[src/rtl/pcc_pkg.sv]
package pcc_pkg;
  typedef enum logic { MODE_SINGLE = 1'b0, MODE_DUAL = 1'b1 } pcc_mode_e;

  typedef struct packed {
    logic load;
    logic hold;
  } pcc_step_t;
endpackage

[src/rtl/pcc_core.sv]
module pcc_core #(
  parameter int PC_W      = 8,
  parameter int CFG_DEPTH = 12,
  localparam int CFG_AW   = (CFG_DEPTH > 1) ? $clog2(CFG_DEPTH) : 1
) (
  input  logic                 clk,
  input  logic                 rst,
  input  pcc_pkg::pcc_step_t   step,
  input  logic [PC_W-1:0]      load_pc,
  output logic [PC_W-1:0]      pc,
  output logic [CFG_AW-1:0]    cfg
);
  localparam logic [CFG_AW-1:0] CFG_LAST = CFG_AW'(CFG_DEPTH - 1);
  localparam logic [PC_W-1:0]   DEPTH_PC = PC_W'(CFG_DEPTH);

  logic [PC_W-1:0] load_mod;
  assign load_mod = load_pc % DEPTH_PC;

  always_ff @(posedge clk) begin
    if (rst) begin
      pc  <= '0;
      cfg <= '0;
    end else if (step.load) begin
      pc  <= load_pc;
      cfg <= load_mod[CFG_AW-1:0];
    end else if (!step.hold) begin
      pc  <= pc + PC_W'(1);
      cfg <= (cfg == CFG_LAST) ? '0 : cfg + CFG_AW'(1);
    end
  end
endmodule

[src/rtl/pcc_merger.sv]
module pcc_merger #(
  parameter int PC_W = 8
) (
  input  pcc_pkg::pcc_mode_e  mode,
  input  logic                split_req,
  input  logic [PC_W-1:0]     start_pc,
  input  logic                m_branch,
  input  logic [PC_W-1:0]     m_target,
  input  logic                m_stall,
  input  logic                s_branch,
  input  logic [PC_W-1:0]     s_target,
  input  logic                s_stall,
  output pcc_pkg::pcc_step_t  m_step,
  output logic [PC_W-1:0]     m_load_pc,
  output pcc_pkg::pcc_step_t  s_step,
  output logic [PC_W-1:0]     s_load_pc
);
  import pcc_pkg::*;

  logic single;
  logic g_stall, g_branch;

  assign single   = (mode == MODE_SINGLE);
  assign g_stall  = m_stall  | (single & s_stall);
  assign g_branch = m_branch | (single & s_branch);

  always_comb begin
    m_step.hold = g_stall;
    m_step.load = g_branch & ~g_stall;
    m_load_pc   = (m_branch || !single) ? m_target : s_target;
    if (single) begin
      s_step.load = split_req;
      s_step.hold = 1'b1;
      s_load_pc   = start_pc;
    end else begin
      s_step.load = s_branch & ~s_stall;
      s_step.hold = s_stall;
      s_load_pc   = s_target;
    end
  end
endmodule

[src/rtl/pcc_bypass.sv]
module pcc_bypass #(
  parameter int PC_W   = 8,
  parameter int CFG_AW = 4
) (
  input  pcc_pkg::pcc_mode_e mode,
  input  logic [PC_W-1:0]    mst_pc,
  input  logic [CFG_AW-1:0]  mst_cfg,
  input  logic [PC_W-1:0]    loc_pc,
  input  logic [CFG_AW-1:0]  loc_cfg,
  output logic [PC_W-1:0]    out_pc,
  output logic [CFG_AW-1:0]  out_cfg
);
  import pcc_pkg::*;

  always_comb begin
    if (mode == MODE_SINGLE) begin
      out_pc  = mst_pc;
      out_cfg = mst_cfg;
    end else begin
      out_pc  = loc_pc;
      out_cfg = loc_cfg;
    end
  end
endmodule

[src/rtl/pcc_split_ctrl.sv]
module pcc_split_ctrl #(
  parameter int PC_W      = 8,
  parameter int CFG_DEPTH = 12,
  localparam int CFG_AW   = (CFG_DEPTH > 1) ? $clog2(CFG_DEPTH) : 1
) (
  input  logic              clk,
  input  logic              rst,
  input  logic              split_req,
  input  logic              join_req,
  input  logic [PC_W-1:0]   start_pc,
  input  logic              m_branch,
  input  logic [PC_W-1:0]   m_target,
  input  logic              m_stall,
  input  logic              s_branch,
  input  logic [PC_W-1:0]   s_target,
  input  logic              s_stall,
  output logic [PC_W-1:0]   m_pc,
  output logic [CFG_AW-1:0] m_cfg,
  output logic [PC_W-1:0]   s_pc,
  output logic [CFG_AW-1:0] s_cfg,
  output logic              dual_mode
);
  import pcc_pkg::*;

  pcc_mode_e        mode_q;
  pcc_step_t        m_step, s_step;
  logic [PC_W-1:0]  m_ld, s_ld;
  logic [PC_W-1:0]  s_loc_pc;
  logic [CFG_AW-1:0] s_loc_cfg;

  always_ff @(posedge clk) begin
    if (rst)                                  mode_q <= MODE_SINGLE;
    else if (mode_q == MODE_SINGLE && split_req) mode_q <= MODE_DUAL;
    else if (mode_q == MODE_DUAL && join_req)    mode_q <= MODE_SINGLE;
  end

  assign dual_mode = (mode_q == MODE_DUAL);

  pcc_merger #(.PC_W(PC_W)) merge_i (
    .mode(mode_q), .split_req(split_req), .start_pc(start_pc),
    .m_branch(m_branch), .m_target(m_target), .m_stall(m_stall),
    .s_branch(s_branch), .s_target(s_target), .s_stall(s_stall),
    .m_step(m_step), .m_load_pc(m_ld), .s_step(s_step), .s_load_pc(s_ld)
  );

  pcc_core #(.PC_W(PC_W), .CFG_DEPTH(CFG_DEPTH)) mcore_i (
    .clk(clk), .rst(rst), .step(m_step), .load_pc(m_ld), .pc(m_pc), .cfg(m_cfg)
  );

  pcc_core #(.PC_W(PC_W), .CFG_DEPTH(CFG_DEPTH)) score_i (
    .clk(clk), .rst(rst), .step(s_step), .load_pc(s_ld), .pc(s_loc_pc), .cfg(s_loc_cfg)
  );

  pcc_bypass #(.PC_W(PC_W), .CFG_AW(CFG_AW)) byp_i (
    .mode(mode_q), .mst_pc(m_pc), .mst_cfg(m_cfg),
    .loc_pc(s_loc_pc), .loc_cfg(s_loc_cfg), .out_pc(s_pc), .out_cfg(s_cfg)
  );
endmodule

[config.mk]
export PLATFORM = sky130hd
export DESIGN_NAME = pcc_split_ctrl
export DESIGN_NICKNAME = d
export VERILOG_FILES = /design/src/rtl/pcc_pkg.sv /design/src/rtl/pcc_core.sv /design/src/rtl/pcc_merger.sv /design/src/rtl/pcc_bypass.sv /design/src/rtl/pcc_split_ctrl.sv
export SDC_FILE = /design/constraint.sdc
export NUM_CORES = 1
export LEC_CHECK = 0
export BUFFER_PORTS_ARGS = -buffer_cell sky130_fd_sc_hd__buf_2
export CAP_MARGIN = 30
export CORE_UTILIZATION = 30
export CTS_BUF_LIST = sky130_fd_sc_hd__clkbuf_4
export DETAILED_ROUTE_END_ITERATION = 8
export PLACE_DENSITY_LB_ADDON = 0.3
export SYNTH_ARGS = -nofsm -noshare
export SYNTH_HDL_FRONTEND = slang
export SYNTH_SLANG_ARGS = --single-unit
export TNS_END_PERCENT = 50
[constraint.sdc]
create_clock -name clk -period 2.7 [get_ports clk]
set_input_delay 0.27 -clock clk [delete_from_list [all_inputs] [get_ports clk]]
set_output_delay 0.27 -clock clk [all_outputs]
set_load 0.05 [all_outputs]
# Word-level counts from Yosys, hierarchy flattened
# Cells that the tools add are included.
# W data, S select, Z words.
# op_classes
reduce_logical	4
multipliers	0
n_bitwise	9
shift	0
addsub	4
n_lt_le_gt_ge	0
n_div	2
muxes	17
eq_ne	4
# op_table
operator	n
$mux W8	7
$mux W4	7
$add A8 B1 Y8 const B	2
$mod A8 B4 Y8 const B	2
$add A4 B1 Y4 const B	2
$eq A4 B4 Y1 const B	2
$and A1 B1 Y1	4
$ne A2 B2 Y1 const B	2
$not A1 Y1	3
$logic_and A1 B1 Y1	2
$mux W1	2
$mux W2	1
$or A1 B1 Y1	2
$reduce_bool A2 Y1	1
$logic_or A1 B1 Y1	1
# word_totals
ram_bits	0
latch_bits	0
out_inout_bits	25
rom_bits	0
inputBits	32
reg_bits	25
memories	0
wordCells	45

# Longest topological paths before layout
# depth
depth_word	6
ltp_mapped	12
ltp_nobuf	10

# Cells and area by module
# From an unflattened synthesis, not the netlist that was laid out.
# unflattened
cells_unflattened	297
hier_area_um2	2423.6
# by_module_without_submodules
module	seq_area_each_um2	area_each_um2	cells_each	n_inst
pcc_core at mcore_i	240.2	1007.2	137	1
pcc_core at score_i	240.2	935.9	117	1
pcc_merger	0.0	265.3	27	1
pcc_bypass	0.0	183.9	13	1
pcc_split_ctrl	20.0	31.3	3	1

# Worst setup path before layout
# Ideal clock, no wire load.
# synth_timing
path_type	register -> register
start	register mode_q (netlist: dual_mode)
end	register mcore_i.cfg[3]
arrival_ns	2.605
setup_ns	0.119
setup_slack_ns	-0.023
path_stages_with_launch	13
required_ns	2.581
period_less_slack_ns	2.723
n_path_buf	2
cell_sequence	dfxtp_1 -> buf_6 -> or2_4 -> buf_6 -> o21ai_0 -> o22a_1 -> and2_4 -> nor2_1 -> mux2_2 -> ha_1 -> a31oi_1 -> a21oi_1 -> o221a_1
# synth_via
elab_chain_cells	6
elab_cells_between_ends	12
cone_classes	1 x div; 1 x eq/ne; 2 x mux; 7 x bitwise; 1 x reduce/logical
# synth_rtl
item	line	text
start, declared	pcc_split_ctrl.sv:25	pcc_mode_e mode_q;
start signal, assigned	pcc_split_ctrl.sv:32	if (rst) mode_q <= MODE_SINGLE;
start signal, assigned	pcc_split_ctrl.sv:33	else if (mode_q == MODE_SINGLE && split_req) mode_q <= MODE_DUAL;
start signal, assigned	pcc_split_ctrl.sv:34	else if (mode_q == MODE_DUAL && join_req) mode_q <= MODE_SINGLE;
parallel branches: the longest is 6 deep, another holds $mod A8 B4 Y8	--	
end signal, assigned	pcc_core.sv:25	cfg <= load_mod[CFG_AW-1:0];
end signal, assigned	pcc_core.sv:28	cfg <= (cfg == CFG_LAST) ? '0 : cfg + CFG_AW'(1);
end, declared	pcc_core.sv:11	output logic [CFG_AW-1:0] cfg
# Several ways; the timed one is not identified.
# A chain may end at the register's enable or synchronous reset.

# Worst setup path after layout
# Ends and elaborated chain as after synthesis.

==> metrics.yaml <==
p_switching_w: 0.0005320
ys_warn_count: 0
grt_max_degree: 23
cts_made_buffers: 3
die_area_um2: 7930
core_um2: 7292
routed_via_density: 5.440
cts_sinks: 25
cts_tree: "built"
drtPass1Iterations: 4
slew_violations: 0
crit_fanout: 13
initial_utilization_pct: 31.18
hold-worst-slack_ps: 103.3
netlist_top_cells_count: "nand2_1 (36), nor2_1 (27), dfxtp_1 (25), o21ai_0 (21), a21oi_1 (20)"
ioPinCount: 57
cp-end-kind: "flip-flop"
cp.arrival_ps: 2870
grt.overflow.total: 0
vias: 2388
drt.antenna.violating_nets: 0
fmax_mhz: 387.8
dp_hpwl_um: 5369
cts_hold_buf: 0
synth_ff_type: "dfxtp_1"
crit_required_ps: 2990
relSlewSlack_pct: 60.18
clk_pin_slew_ps: 150
dieHeight_um: 89.05
grt_pass1_wl_um: 11050
portBuffers: 56
switching_share_pct: 43.74
synthCells: 286
gp_congestion: 0.9139
p_leak_nw: 1.113
nNetsFinal: 379
hold_viol_final: 0
synth_area_leaders: "dfxtp_1 (22%), mux2_2 (8.4%), nand2_1 (5.9%), o21ai_0 (4.6%), nor2_1 (4.5%)"
diodes: 0
synth_top_area_cell: "dfxtp_1"
period_share_pct: 95.51
drive_above_1_share_pct: 32.65
tightest_slew_ps: 595.0
placedInstanceArea_um2: 2641
outcome: "finished clean"
internal-power_w: 0.0006842
synth_cell_types: 64
wirelength_um: 6876
area_growth_syn_to_layout_pct: 18.60
drv_cap: 0
synthArstFlopShare_pct: 0
fp.dieW_um: 89.05
antenna_found_initial: 0
fin_crit_ps: 2579
pwr-share-comb_pct: 46.3
cts.path.max_buffers: 2
drtIter0Drc: 89
finalSetupViolations: 0
grt_pass1_vias: 2282
yosysTopAreaCellShare_pct: 22.01
rows: 31
powerDensity_nw_per_um2: 451.1
design_area_um2: 2696
syn_avg_cell_area_um2: 7.949
finClkSkew_ps: 2.473
power.share.clock_pct: 16.0
hold_class: "in2reg"
htreeDepth: 1
seqPwrFrac_pct: 37.7
root_buffer: "clkbuf_4"
avgRoutedWirePerCell_um: 15.66
synth_edf_count: 0
setup-tns-final_ps: 0
drc: 0
synth.most_common_cell: "nand2_1"
syn-num-nets: 324
clkLatencyLatePin_ps: 330
worstSetupStartpointType: "flip-flop"
syn_area_um2: 2273
yosys_register_bits: 25
irDropWorstVdd_uv: 164.9
final_core_util_pct: 36.98
grt_use_total_pct: 18.17
ys_seq_area_share_pct: 22.01
rsz0062_at_grt: "no"
crit_type: "reg2reg"
[flip-flops by register name, indices dropped and copies added, names as in the netlist]
signal and count:
mcore_i.pc 8, score_i.pc 8, mcore_i.cfg 4, score_i.cfg 4
dual_mode 1
[placed cells by master (no fill, tap or decap), types with 4 or more instances in the layout]
cell type  synthesis  layout
buf_2              3      56
nand2_1           36      36
nor2_1            27      27
dfxtp_1           25      24
o21ai_0           21      20
a21oi_1           20      20
mux2_2            17      17
nand3_1           10      10
mux2i_1            7       6
ha_1               6       6
buf_4              1       6
xnor2_1            5       5
nor3_1             5       5
o22ai_1            5       5
a31oi_1            6       5
inv_1              4       4
xor2_1             4       4
and3_1             4       4
a22oi_1            4       4
o221a_2            4       4
clkbuf_4           0       4
[final timing paths]
path / startpoint / endpoint / slack [ps] / cells past startpoint
min reg2reg: score_i.pc[7] / score_i.pc[7] / 510 / 2
min: join_req / dual_mode / 100 / 2
max: dual_mode / mcore_i.cfg[3] / 120 / 9
max reg2reg: dual_mode / mcore_i.cfg[3] / 120 / 9
[power groups by stage]
stage               Clock, W  Combinational (W)  Sequential (W)
floorplan                  0           0.000384        0.000495
global placement           0           0.000547        0.000466
detailed placement         0           0.000553        0.000467
CTS                 0.000205           0.000555        0.000458
global route        0.000220           0.000613        0.000466
finish              0.000194           0.000563        0.000459
[cell families (layout without fill, tap and decap cells)]
group / count (synthesis) / in the layout / share of synthesized area, %
simple gates: 112 / 112 / 24.82
xor+xnor: 9 / 9 / 3.467
flops: 25 / 25 / 22.01
mux: 29 / 29 / 15.30
compound gates: 87 / 87 / 26.31
buf+inv: 18 / 72 / 4.787
fa+ha+maj: 6 / 6 / 3.302
[final cells by class]
| type | instances | area, um^2 |
|---|---|---|
| clock buffer | 4 | 30.03 |
| fill | 814 | 4596 |
| inverter | 5 | 18.77 |
| multi-input combinational | 243 | 1683 |
| sequential | 25 | 504.2 |
| tap | 99 | 123.9 |
| timing repair buffer | 63 | 336.6 |
[through the flow]
stage	power [W]	setup WS, ps	instances
after global placement	0.001013	193.4	435
after detailed placement	0.001020	111.3	435
after floorplan	0.0008796	98.28	286
after global routing	0.001299	2.702	439
final	0.001216	121.2	439
after CTS	0.001218	82.73	439
[per-layer routing]
layer,global-route usage [%],routed length [um]
met5,0,0
met4,4.618,69
met3,3.139,336
met2,32.59,3558
met1,22.54,2912
[critical path: stages, from the launching register on]
cell and delay [ps]:
dfxtp_4 430, or2_4 340, a21oi_1 270, o22a_1 240
and2_4 160, nor2_1 40, mux2_2 270, ha_1 220
o41ai_2 350, o221a_1 220
[timing repair]
action,in CTS,in global routing
setup endpoints to repair,0,4
gates resized for setup,0,6
setup buffers,0,0
endpoints found under the hold margin,0,0
(Power assumes the default switching activity.)
